--- src/rtl/lsc_pkg.sv ---
package lsc_pkg;

   localparam int INSN_W  = 32;
   localparam int OP_W    = 4;
   localparam int RIDX_W  = 4;
   localparam int IMM_W   = 20;

   typedef enum logic [OP_W-1:0] {
      OP_ADD  = 4'd0,
      OP_NAND = 4'd1,
      OP_ADDI = 4'd2,
      OP_LW   = 4'd3,
      OP_SW   = 4'd4,
      OP_BEQ  = 4'd5,
      OP_JALR = 4'd6,
      OP_HALT = 4'd7
   } op_e;

   typedef struct packed {
      logic [OP_W-1:0]   op;
      logic [RIDX_W-1:0] rx;
      logic [RIDX_W-1:0] ry;
      logic [IMM_W-1:0]  low;
   } insn_t;

endpackage

--- src/rtl/lsc_regfile.sv ---
module lsc_regfile #(
   parameter int XLEN      = 32,
   parameter int NREG      = 16,
   parameter int NRD       = 3,
   parameter bit RST_CLEAR = 1'b1,
   localparam int RIDX_W   = $clog2(NREG)
) (
   input  logic              clk,
   input  logic              rst_n,
   input  logic [RIDX_W-1:0] ra [NRD],
   output logic [XLEN-1:0]   rd [NRD],
   input  logic              we,
   input  logic [RIDX_W-1:0] wa,
   input  logic [XLEN-1:0]   wd
);

   initial begin
      if (NREG < 2 || (1 << RIDX_W) != NREG)
         $error("lsc_regfile: NREG must be a power of two");
      if (NRD < 1)
         $error("lsc_regfile: at least one read port needed");
   end

   logic [XLEN-1:0] regs [NREG];
   logic            wr_live;

   assign wr_live = we && (wa != '0);

   generate
      if (RST_CLEAR) begin : g_clear
         always_ff @(posedge clk or negedge rst_n) begin
            if (!rst_n) begin
               for (int i = 0; i < NREG; i++) regs[i] <= '0;
            end else if (wr_live) begin
               regs[wa] <= wd;
            end
         end
      end else begin : g_noclear
         always_ff @(posedge clk) begin
            if (wr_live) regs[wa] <= wd;
         end
      end
   endgenerate

   generate
      for (genvar g = 0; g < NRD; g++) begin : g_rd
         assign rd[g] = (ra[g] == '0) ? '0 : regs[ra[g]];
      end
   endgenerate


   write_lands_chk: assert property (@(posedge clk) disable iff (!rst_n)
      (we && wa != '0) |=> (regs[$past(wa)] == $past(wd)));

endmodule

--- src/rtl/lsc_exec.sv ---
module lsc_exec
   import lsc_pkg::*;
#(
   parameter int XLEN = 32
) (
   input  logic [INSN_W-1:0] insn,
   input  logic [XLEN-1:0]   pc,
   input  logic [XLEN-1:0]   val_x,
   input  logic [XLEN-1:0]   val_y,
   input  logic [XLEN-1:0]   val_z,
   input  logic [XLEN-1:0]   ld_data,
   output op_e               op,
   output logic [RIDX_W-1:0] sel_x,
   output logic [RIDX_W-1:0] sel_y,
   output logic [RIDX_W-1:0] sel_z,
   output logic              wr_en,
   output logic [RIDX_W-1:0] wr_sel,
   output logic [XLEN-1:0]   wr_val,
   output logic [XLEN-1:0]   pc_next,
   output logic [XLEN-1:0]   mem_addr,
   output logic              mem_store,
   output logic              stop
);

   initial begin
      if (XLEN < IMM_W) $error("lsc_exec: XLEN narrower than immediate");
   end

   insn_t           f;
   logic [XLEN-1:0] imm_s;
   logic [XLEN-1:0] pc_inc;
   logic            same;

   assign f      = insn_t'(insn);
   assign op     = op_e'(f.op);
   assign sel_x  = f.rx;
   assign sel_y  = f.ry;
   assign sel_z  = f.low[RIDX_W-1:0];
   assign imm_s  = {{(XLEN-IMM_W){f.low[IMM_W-1]}}, f.low};
   assign pc_inc = pc + 1'b1;
   assign same   = (val_x == val_y);

   assign mem_addr  = val_y + imm_s;
   assign mem_store = (op == OP_SW);
   assign stop      = (op == OP_HALT);

   always_comb begin
      wr_en  = 1'b0;
      wr_sel = f.rx;
      wr_val = '0;
      unique case (op)
         OP_ADD:  begin wr_en = 1'b1; wr_val = val_y + val_z;      end
         OP_NAND: begin wr_en = 1'b1; wr_val = ~(val_y & val_z);   end
         OP_ADDI: begin wr_en = 1'b1; wr_val = val_y + imm_s;      end
         OP_LW:   begin wr_en = 1'b1; wr_val = ld_data;            end
         OP_JALR: begin wr_en = 1'b1; wr_val = pc_inc; wr_sel = f.ry; end
         default: ;
      endcase
   end

   always_comb begin
      unique case (op)
         OP_BEQ:  pc_next = same ? pc_inc + imm_s : pc_inc;
         OP_JALR: pc_next = val_x;
         OP_HALT: pc_next = pc;
         default: pc_next = pc_inc;
      endcase
   end

endmodule

--- src/rtl/ls_core32.sv ---
module ls_core32
   import lsc_pkg::*;
#(
   parameter int XLEN      = 32,
   parameter int NREG      = 16,
   parameter bit RST_CLEAR = 1'b1
) (
   input  logic            clk,
   input  logic            rst_n,
   output logic [XLEN-1:0] imem_addr,
   input  logic [XLEN-1:0] imem_rdata,
   output logic [XLEN-1:0] dmem_addr,
   input  logic [XLEN-1:0] dmem_rdata,
   output logic            dmem_we,
   output logic [XLEN-1:0] dmem_wdata,
   output logic            halted
);

   localparam int NRD = 3;

   initial begin
      if (XLEN != INSN_W) $error("ls_core32: XLEN must equal instruction width");
      if ($clog2(NREG) != RIDX_W) $error("ls_core32: NREG must match register field");
   end

   logic [XLEN-1:0]   pc_q;
   logic              halt_q;
   op_e               op;
   logic [RIDX_W-1:0] sel_x, sel_y, sel_z, wr_sel;
   logic [RIDX_W-1:0] ra [NRD];
   logic [XLEN-1:0]   rd [NRD];
   logic              wr_en, mem_store, stop;
   logic [XLEN-1:0]   wr_val, pc_next;

   assign ra[0] = sel_x;
   assign ra[1] = sel_y;
   assign ra[2] = sel_z;

   lsc_regfile #(.XLEN(XLEN), .NREG(NREG), .NRD(NRD), .RST_CLEAR(RST_CLEAR)) u_rf (
      .clk(clk), .rst_n(rst_n), .ra(ra), .rd(rd),
      .we(wr_en && !halt_q), .wa(wr_sel), .wd(wr_val)
   );

   lsc_exec #(.XLEN(XLEN)) u_ex (
      .insn(imem_rdata), .pc(pc_q),
      .val_x(rd[0]), .val_y(rd[1]), .val_z(rd[2]), .ld_data(dmem_rdata),
      .op(op), .sel_x(sel_x), .sel_y(sel_y), .sel_z(sel_z),
      .wr_en(wr_en), .wr_sel(wr_sel), .wr_val(wr_val), .pc_next(pc_next),
      .mem_addr(dmem_addr), .mem_store(mem_store), .stop(stop)
   );

   always_ff @(posedge clk or negedge rst_n) begin
      if (!rst_n) begin
         pc_q   <= '0;
         halt_q <= 1'b0;
      end else if (!halt_q) begin
         pc_q   <= pc_next;
         halt_q <= stop;
      end
   end

   assign imem_addr  = pc_q;
   assign halted     = halt_q;
   assign dmem_we    = mem_store && !halt_q;
   assign dmem_wdata = rd[0];


   halted_sticky_chk: assert property (@(posedge clk) disable iff (!rst_n)
      halted |=> halted);


   pc_frozen_chk: assert property (@(posedge clk) disable iff (!rst_n)
      halted |=> $stable(imem_addr));


   seq_step_chk: assert property (@(posedge clk) disable iff (!rst_n)
      (!halted && op != OP_BEQ && op != OP_JALR && op != OP_HALT)
      |=> (imem_addr == $past(imem_addr) + 1));


   beq_target_chk: assert property (@(posedge clk) disable iff (!rst_n)
      (!halted && op == OP_BEQ && rd[0] == rd[1])
      |=> (imem_addr == $past(imem_addr) + 1
           + {{(XLEN-IMM_W){$past(imem_rdata[IMM_W-1])}}, $past(imem_rdata[IMM_W-1:0])}));


   jalr_target_chk: assert property (@(posedge clk) disable iff (!rst_n)
      (!halted && op == OP_JALR) |=> (imem_addr == $past(rd[0])));

endmodule

--- config.mk ---
export PLATFORM = sky130hd
export DESIGN_NAME = ls_core32
export DESIGN_NICKNAME = d
export VERILOG_FILES = /design/src/rtl/lsc_pkg.sv /design/src/rtl/lsc_regfile.sv /design/src/rtl/lsc_exec.sv /design/src/rtl/ls_core32.sv
export SDC_FILE = /design/constraint.sdc
export NUM_CORES = 2
export LEC_CHECK = 0
export ABC_AREA = 0
export BUFFER_PORTS_ARGS = -buffer_cell sky130_fd_sc_hd__buf_2
export CAP_MARGIN = 20
export CORE_ASPECT_RATIO = 0.6
export CORE_UTILIZATION = 47
export DETAILED_ROUTE_END_ITERATION = 6
export PLACE_DENSITY = 0.66
export SYNTH_ARGS = -nofsm -noshare
export SYNTH_HDL_FRONTEND = slang
export SYNTH_SLANG_ARGS = --single-unit
--- constraint.sdc ---
create_clock -name clk -period 4.7 [get_ports clk]
set_input_delay 0.235 -clock clk [delete_from_list [all_inputs] [get_ports clk]]
set_output_delay 0.235 -clock clk [all_outputs]
set_load 0.01 [all_outputs]
# ---- After elaboration in Yosys (flattened, before gate mapping)
# Index checks and enable logic that the tools add are counted.
dict set report word_totals {
  inputBits 66
  output_inout_bits 98
  n_memories 0
  word_cells 76
  regBits 545
  rom_bits 0
  ram_bits 0
  latchBits 0
}
dict set report classes {
  n_div 0
  bitwise_logic 8
  eq_ne 8
  n_addsub 4
  mul 0
  n_mux 21
  n_reduce_logical 12
  shift 0
  n_lt_le_gt_ge 5
}
# cell n
set op_table {}
lappend op_table {{512-bit bitwise mux} 1}
lappend op_table {{32-bit binary-select mux with 4-bit select} 3}
lappend op_table {{32-bit 2-to-1 mux} 11}
lappend op_table {{32-bit case mux with 5 select lines} 1}
lappend op_table {{32-bit demux with 4-bit select} 1}
lappend op_table {{32-bit adder} 3}
lappend op_table {{32-bit case mux with 3 select lines} 1}
lappend op_table {{32-bit by 1-bit adder with 32-bit output (second input constant)} 1}
lappend op_table {{32-bit bitwise AND} 1}
lappend op_table {{32-bit equality test} 1}
lappend op_table {{32-bit NOT} 1}
lappend op_table {{5-bit greater-or-equal comparator (second input constant)} 4}
lappend op_table {{4-bit NOT with 5-bit output} 4}
lappend op_table {{4-bit by 3-bit equality test with 1-bit output (second input constant)} 4}
lappend op_table {{4-bit logical NOT} 4}
lappend op_table {{4-bit by 2-bit equality test with 1-bit output (second input constant)} 2}
lappend op_table {{5-bit by 1-bit less-than comparator with 1-bit output (second input constant)} 1}
lappend op_table {{5-bit OR reduction} 1}
lappend op_table {{4-bit by 1-bit equality test with 1-bit output (second input constant)} 1}
lappend op_table {{1-bit logical AND} 4}
lappend op_table {{4-bit 2-to-1 mux} 1}
lappend op_table {{4-bit nonzero test} 1}
lappend op_table {{1-bit 2-to-1 mux} 2}
lappend op_table {{1-bit NOT} 2}
lappend op_table {{other kinds (2)} 2}

# ---- Logic depth before layout (Yosys ltp)
dict set report logic_depth {
  depth_word 9
  mapped_depth 21
  depth_no_buf 17
}

# ---- Hierarchy
# A second synthesis with hierarchy kept.
dict set report unflattened {
  hier_cells 3417
  area_unflattened_um2 38693.4
}
# mod area_per_inst_um2 instances cells_each seq_area_each_um2
set modules_own_cells {}
lappend modules_own_cells {lsc_regfile 29413.2 1 2152 12036.5}
lappend modules_own_cells {lsc_exec 7907.6 1 1193 0.0}
lappend modules_own_cells {ls_core32 1372.6 1 72 825.8}

# ---- Least setup slack after synthesis
# OpenSTA, ideal clock, no wires.
dict set report synth_timing {
  path_kind {in2reg}
  start {input port imem_rdata[0]}
  end {register u_rf.regs[124] (netlist name)}
  n_path_buf 3
  setup_ns 0.141
  required_time_ns 4.559
  arrival_ns 5.218
  cell_stages 17
  setup_slack_ns -0.659
  cell_sequence {buf_1 > buf_1 > mux4_2 > mux4_2 > nor2b_1 > ha_1 > a21o_1 > a21o_1 > a21o_1 > a31oi_1 > o21ai_0 > or3_1 > o211ai_1 > nor3b_1 > o31ai_1 > clkbuf_1 > a31oi_1}
}
dict set report synth_via {
  elab_chain_len 9
  elab_cells_between_ends 12
  cone_classes {2 x add/sub; 6 x mux; 3 x bitwise; 1 x reduce/logical}
}
# item line_no
set synth_rtl {}
lappend synth_rtl {{start: declaration} ls_core32.sv:11} ;# input logic [XLEN-1:0] imem_rdata,
lappend synth_rtl {{parallel branches: the longest is 7 deep, another holds 32-bit adder} -}
lappend synth_rtl {{32-bit case mux with 5 select lines (*)} lsc_exec.sv:51} ;# unique case (op)
lappend synth_rtl {{512-bit bitwise mux (*)} lsc_regfile.sv:35} ;# regs[wa] <= wd;
lappend synth_rtl {{end signal: indexed assignment} lsc_regfile.sv:35}
lappend synth_rtl {{end: declaration} lsc_regfile.sv:24} ;# logic [XLEN-1:0] regs [NREG];
# Mark *: on every way between the ends. The select of a mux whose other input is x is not followed.
# A chain may end at the register's enable or synchronous reset.

# ---- Worst setup path after layout
dict set report layout_timing {
  start {register u_rf.regs[43] (netlist name)}
  end {output port dmem_addr[30]}
}
dict set report layout_via {
  elab_chain_len 5
}
# item line_no
set layout_rtl {}
lappend layout_rtl {{32-bit binary-select mux with 4-bit select} lsc_regfile.sv:47} ;# assign rd[g] = (ra[g] == '0) ? '0 : regs[ra[g]];
lappend layout_rtl {{32-bit 2-to-1 mux (not written as such) (2 in series)} lsc_regfile.sv:47}
lappend layout_rtl {{32-bit 2-to-1 mux} lsc_regfile.sv:47}
lappend layout_rtl {{32-bit adder} lsc_exec.sv:43} ;# assign mem_addr = val_y + imm_s;
lappend layout_rtl {{end: declaration} ls_core32.sv:12} ;# output logic [XLEN-1:0] dmem_addr,
# Every way passes these cells. The select of a mux whose other input is x is not followed.

==> results_dict.tcl <==
set metrics [dict create \
    synth_edf_count 0 \
    layout_worst_path_cycle_share_pct 108 \
    crit_required_ps 4470 \
    instances_no_fill 5353 \
    clock_tree.buffer_depth 3 \
    finalWeightedCongestion 0.999 \
    synthesized_area_fraction_occupied_by_ao_oa_aoi_and_oai_cells_pct 15.9 \
    synth.area.mux_share_pct 27.0 \
    syn-cell-area_sq_um 39000 \
    grt_start_max_net_pins 147 \
    min_from "imem_rdata[15]" \
    detailed_place.area_sq_um 45100 \
    overall_die_width_microns 374 \
    crit_path_max_incr_delay_ps 500 \
    pwr-share-seq_pct 30.9 \
    die-height_microns 225 \
    flow.area_growth_from_synthesis_pct 24.9 \
    cp_startpoint "u_rf.regs[43]$_DFFE_PN0P_" \
    layout.cell_area.non_filler_sq_um 48700 \
    synth_top_family_by_area "multiplexers" \
    p_leak_nw 21.5 \
    final_layout_size_suffix_gt1_share_pct 36.5 \
    number_of_flip_flops_and_latches_in_the_synthesized_netlist 545 \
    clk-insertion-delay-late_ps 660 \
    aggregate_global_route_resource_usage_pct 36.9 \
    rsz0062_at_grt "true" \
    synth-main-ff-cell "sky130_fd_sc_hd__dfrtp_1" \
    final_hold_viol_count 0 \
    port_buffers 163 \
    detail_route.wl_per_cell_microns 29.8 \
    end_of_the_worst_register_to_register_path "u_rf.regs[91]$_DFFE_PN0P_" \
    ff2ff_path_depth 22 \
    cells_along_the_critical_path "mux4_2, nand2_1, o31ai_1, a221o_1, ha_1, buf_4, a21o_1, a21o_1, a21oi_1, buf_4, o21bai_1, o31ai_4, a31oi_1, buf_4, buf_4, o21a_1, nor2_2, xnor2_1, buf_2" \
    final.setup_skew_ps 29.9 \
    worst_pin_slew_ps 1130 \
    clockPowerShare_pct 22.1 \
    placed_cells 5187 \
    whs_endpoint "imem_addr[16]$_DFFE_PN0P_" \
    syn_nets 3842 \
    crit_path_start_kind "flop" \
    antenna_violating_nets_post_route 0 \
    cellInternalPower_w 0.0130 \
    num_io_pins 164 \
    max-cap-violations 0 \
    place_ws_ps -638 \
    r2r_setup_slack_ps -190 \
    grt_pass1_vias 34100 \
    crit_top_cell "sky130_fd_sc_hd__buf_4" \
    core_area_sq_um 81800 \
    power_per_cell_area_nw_per_um2 439 \
    end_kind "output port" \
    antenna_found_initial 8 \
    yosysWarningCount 0 \
    drt-initial-drc-count 5999 \
    grt_pass1_wl_mm 230 \
    gr-total-overflow 0 \
    hpwl_mm 112 \
    combinationalPowerShare_pct 47.0 \
    status "finished, violations left" \
    synthesis.instances 3678 \
    final.fill_count 6680 \
    cp_data_arrival_time_ps 4850 \
    vias_after_detailed_routing 36700 \
    slack_of_the_critical_path_ps -383 \
    violations "design-rule violations, negative setup slack" \
    cts_buffers 52 \
    average_footprint_of_a_synthesized_cell_sq_um 10.6 \
    peakVddDrop_uv 334 \
    multi_input_area_sq_um 24800 \
    setup.worst_path.class "flop to output port" \
    floorplan.die_area_sq_um 84200 \
    number_of_max_slew_violations_in_the_final_report 0 \
    type_of_the_worst_min_delay_path "primary input to flop" \
    yosysSeqAreaShare_pct 35.0 \
    drt-pass1-iter-count 7 \
    max_slew_margin_vs_limit_pct 24.5 \
    cts.htree.levels 2 \
    r2r_start "u_rf.regs[1]$_DFFE_PN0P_" \
    period_needed_ps 5080 \
    synth_simple_gate_area_share_pct 11.3 \
    synthXorXnorAreaFrac_pct 2.96 \
    critPathMaxFanout 4 \
    netSwitchingFraction_pct 39.2 \
    initial_core_util_pct 47.7 \
    viasPerCell 6.85 \
    crit_slowest_cell "sky130_fd_sc_hd__mux4_2" \
    clock_sink_count 545 \
    clk_transition_reported_paths_ps 70 \
    synth-async-reset-ratio_pct 100 \
    fmax_ghz 0.197 \
    post_synth_num_cell_types 87 \
    drc 8 \
    min_delay_path_depth 5 \
    finalSetupViolations 88 \
    p_switching_w 0.00838 \
    total_routed_wirelength_mm 160 \
    post_synth_fa_ha_maj_area_fraction_pct 3.20 \
    rows 81 \
    clk_tree_root_cell "sky130_fd_sc_hd__clkbuf_16" \
    final-seq-area_sq_um 13600 \
    cts_tree "built" \
    design.final.nets 4392 \
]
-- how the worst max path moves through the flow --
| stage | depth (start not counted) | to | slack, ps |
|---|---|---|---|
| detailed placement | 19 | u_rf.regs[95]$_DFFE_PN0P_ | -640 |
| CTS | 21 | dmem_addr[30] | -260 |
| floorplan | 17 | u_rf.regs[127]$_DFFE_PN0P_ | 4 |
| global route | 19 | dmem_addr[29] | -420 |
| global placement | 19 | u_rf.regs[255]$_DFFE_PN0P_ | -590 |
| finish | 19 | dmem_addr[30] | -380 |
-- per-layer routing --
layer	GRT usage (%)	part of all wire [%]
met1	54.4	40
met2	47.8	39
met3	15.2	16
met4	13.2	3.9
met5	1.54	0.16
-- placed cells by master, fill, tap and decap left out, types with 62 or more instances in the layout --
cell | netlist | routed
sky130_fd_sc_hd__nor2_1 | 550 | 532
sky130_fd_sc_hd__nor2b_1 | 72 | 68
sky130_fd_sc_hd__o21ai_0 | 93 | 81
sky130_fd_sc_hd__mux4_2 | 357 | 357
sky130_fd_sc_hd__xnor2_1 | 84 | 75
sky130_fd_sc_hd__buf_2 | 38 | 150
sky130_fd_sc_hd__buf_4 | 15 | 559
sky130_fd_sc_hd__dfrtp_1 | 545 | 545
sky130_fd_sc_hd__nand3_1 | 66 | 64
sky130_fd_sc_hd__a21oi_1 | 481 | 447
sky130_fd_sc_hd__mux2i_1 | 66 | 62
sky130_fd_sc_hd__nand2_1 | 109 | 102
sky130_fd_sc_hd__a31oi_1 | 71 | 70
sky130_fd_sc_hd__ha_1 | 95 | 84
-- state kept, by name, summed over array words and instances, names as in the netlist --
register   cells
u_rf.regs    512
imem_addr     32
halted         1
-- stage by stage --
step / utilization (%) / setup TNS [ps] / hold slack (ps) / total power [W]
global route: 59.6 / -16280 / 194 / 0.0222
global placement: 55.1 / -70570 / 322 / 0.0154
CTS: 58.2 / -763 / 142 / 0.0205
finish: 59.6 / -8910 / 158 / 0.0214
floorplan: - / 0 / -60.6 / 0.0117
detailed placement: 55.1 / -79000 / 318 / 0.0156
-- layout make-up --
cell class | count | share of cell area (%)
Clock inverter | 30 | 0.832
Inverter | 52 | 0.401
Tap cell | 1079 | 2.77
Clock buffer | 65 | 2.94
Multi-Input combinational cell | 2744 | 50.9
Sequential cell | 545 | 28.0
Timing Repair Buffer | 833 | 14.1
Antenna cell | 5 | 0.0257
-- worst max-delay path, delay by kind of cell, from the launching register on --
kind	cells	cell delay (ps)
adder cells (fa/ha/maj)	1	330
flip-flops	1	420
AO/OA/AOI/OAI	9	1760
XOR/XNOR	1	160
buffers and inverters	5	830
multiplexers	1	500
AND/OR/NAND/NOR	2	200
-- cells by family after synthesis --
logic type / after synthesis
fa+ha+maj: 98
flops: 545
xor+xnor: 132
mux: 550
compound gates: 998
simple gates: 966
buf+inv: 389
-- power by group through the flow --
stage          clock network (W)  registers [W]  logic [W]
3_5_place_dp                   0        0.00660    0.00897
2_1_floorplan                  0        0.00641    0.00525
3_3_place_gp                   0        0.00658    0.00883
5_1_grt                  0.00492        0.00670     0.0106
6_report                 0.00473        0.00661     0.0100
4_1_cts                  0.00474        0.00653    0.00928
-- cells in the mapped netlist, types with 12 or more instances --
master,instances,area [sq um]
sky130_fd_sc_hd__xor2_1,48,420
sky130_fd_sc_hd__nor4_1,13,81.3
sky130_fd_sc_hd__mux4_2,357,8040
sky130_fd_sc_hd__nor2_1,550,2060
sky130_fd_sc_hd__o21bai_1,18,135
sky130_fd_sc_hd__buf_1,39,146
sky130_fd_sc_hd__buf_4,15,113
sky130_fd_sc_hd__ha_1,95,1190
sky130_fd_sc_hd__o21ai_0,93,465
sky130_fd_sc_hd__and3_1,19,119
sky130_fd_sc_hd__clkbuf_1,216,811
sky130_fd_sc_hd__buf_2,38,190
sky130_fd_sc_hd__mux2i_1,66,661
sky130_fd_sc_hd__o31ai_1,28,210
sky130_fd_sc_hd__a21o_1,49,368
sky130_fd_sc_hd__a221o_1,26,260
sky130_fd_sc_hd__a221oi_1,54,473
sky130_fd_sc_hd__nand2b_1,17,106
sky130_fd_sc_hd__nor3_1,30,150
sky130_fd_sc_hd__nand2_1,109,409
sky130_fd_sc_hd__dfrtp_1,545,13600
sky130_fd_sc_hd__a21oi_1,481,2410
sky130_fd_sc_hd__o21a_1,15,113
sky130_fd_sc_hd__buf_6,18,203
sky130_fd_sc_hd__a211oi_1,35,263
sky130_fd_sc_hd__mux2_2,98,1100
sky130_fd_sc_hd__nand3_1,66,330
sky130_fd_sc_hd__inv_1,49,184
sky130_fd_sc_hd__nor2b_1,72,450
sky130_fd_sc_hd__a31oi_1,71,444
sky130_fd_sc_hd__mux4_1,28,736
sky130_fd_sc_hd__nand4_1,17,106
sky130_fd_sc_hd__a22oi_1,30,225
sky130_fd_sc_hd__xnor2_1,84,736
sky130_fd_sc_hd__o22ai_1,12,75.1
sky130_fd_sc_hd__or3_1,13,81.3
-- repair_timing --
action                                 CTS  global route
pin swaps                               49            65
gates cloned                             2             6
gates resized for setup                102           188
endpoints found under the hold margin   87             0
hold buffers                             1             0
setup buffers                           28            44
setup endpoints to repair              214           239
(Power assumes the default switching activity.)
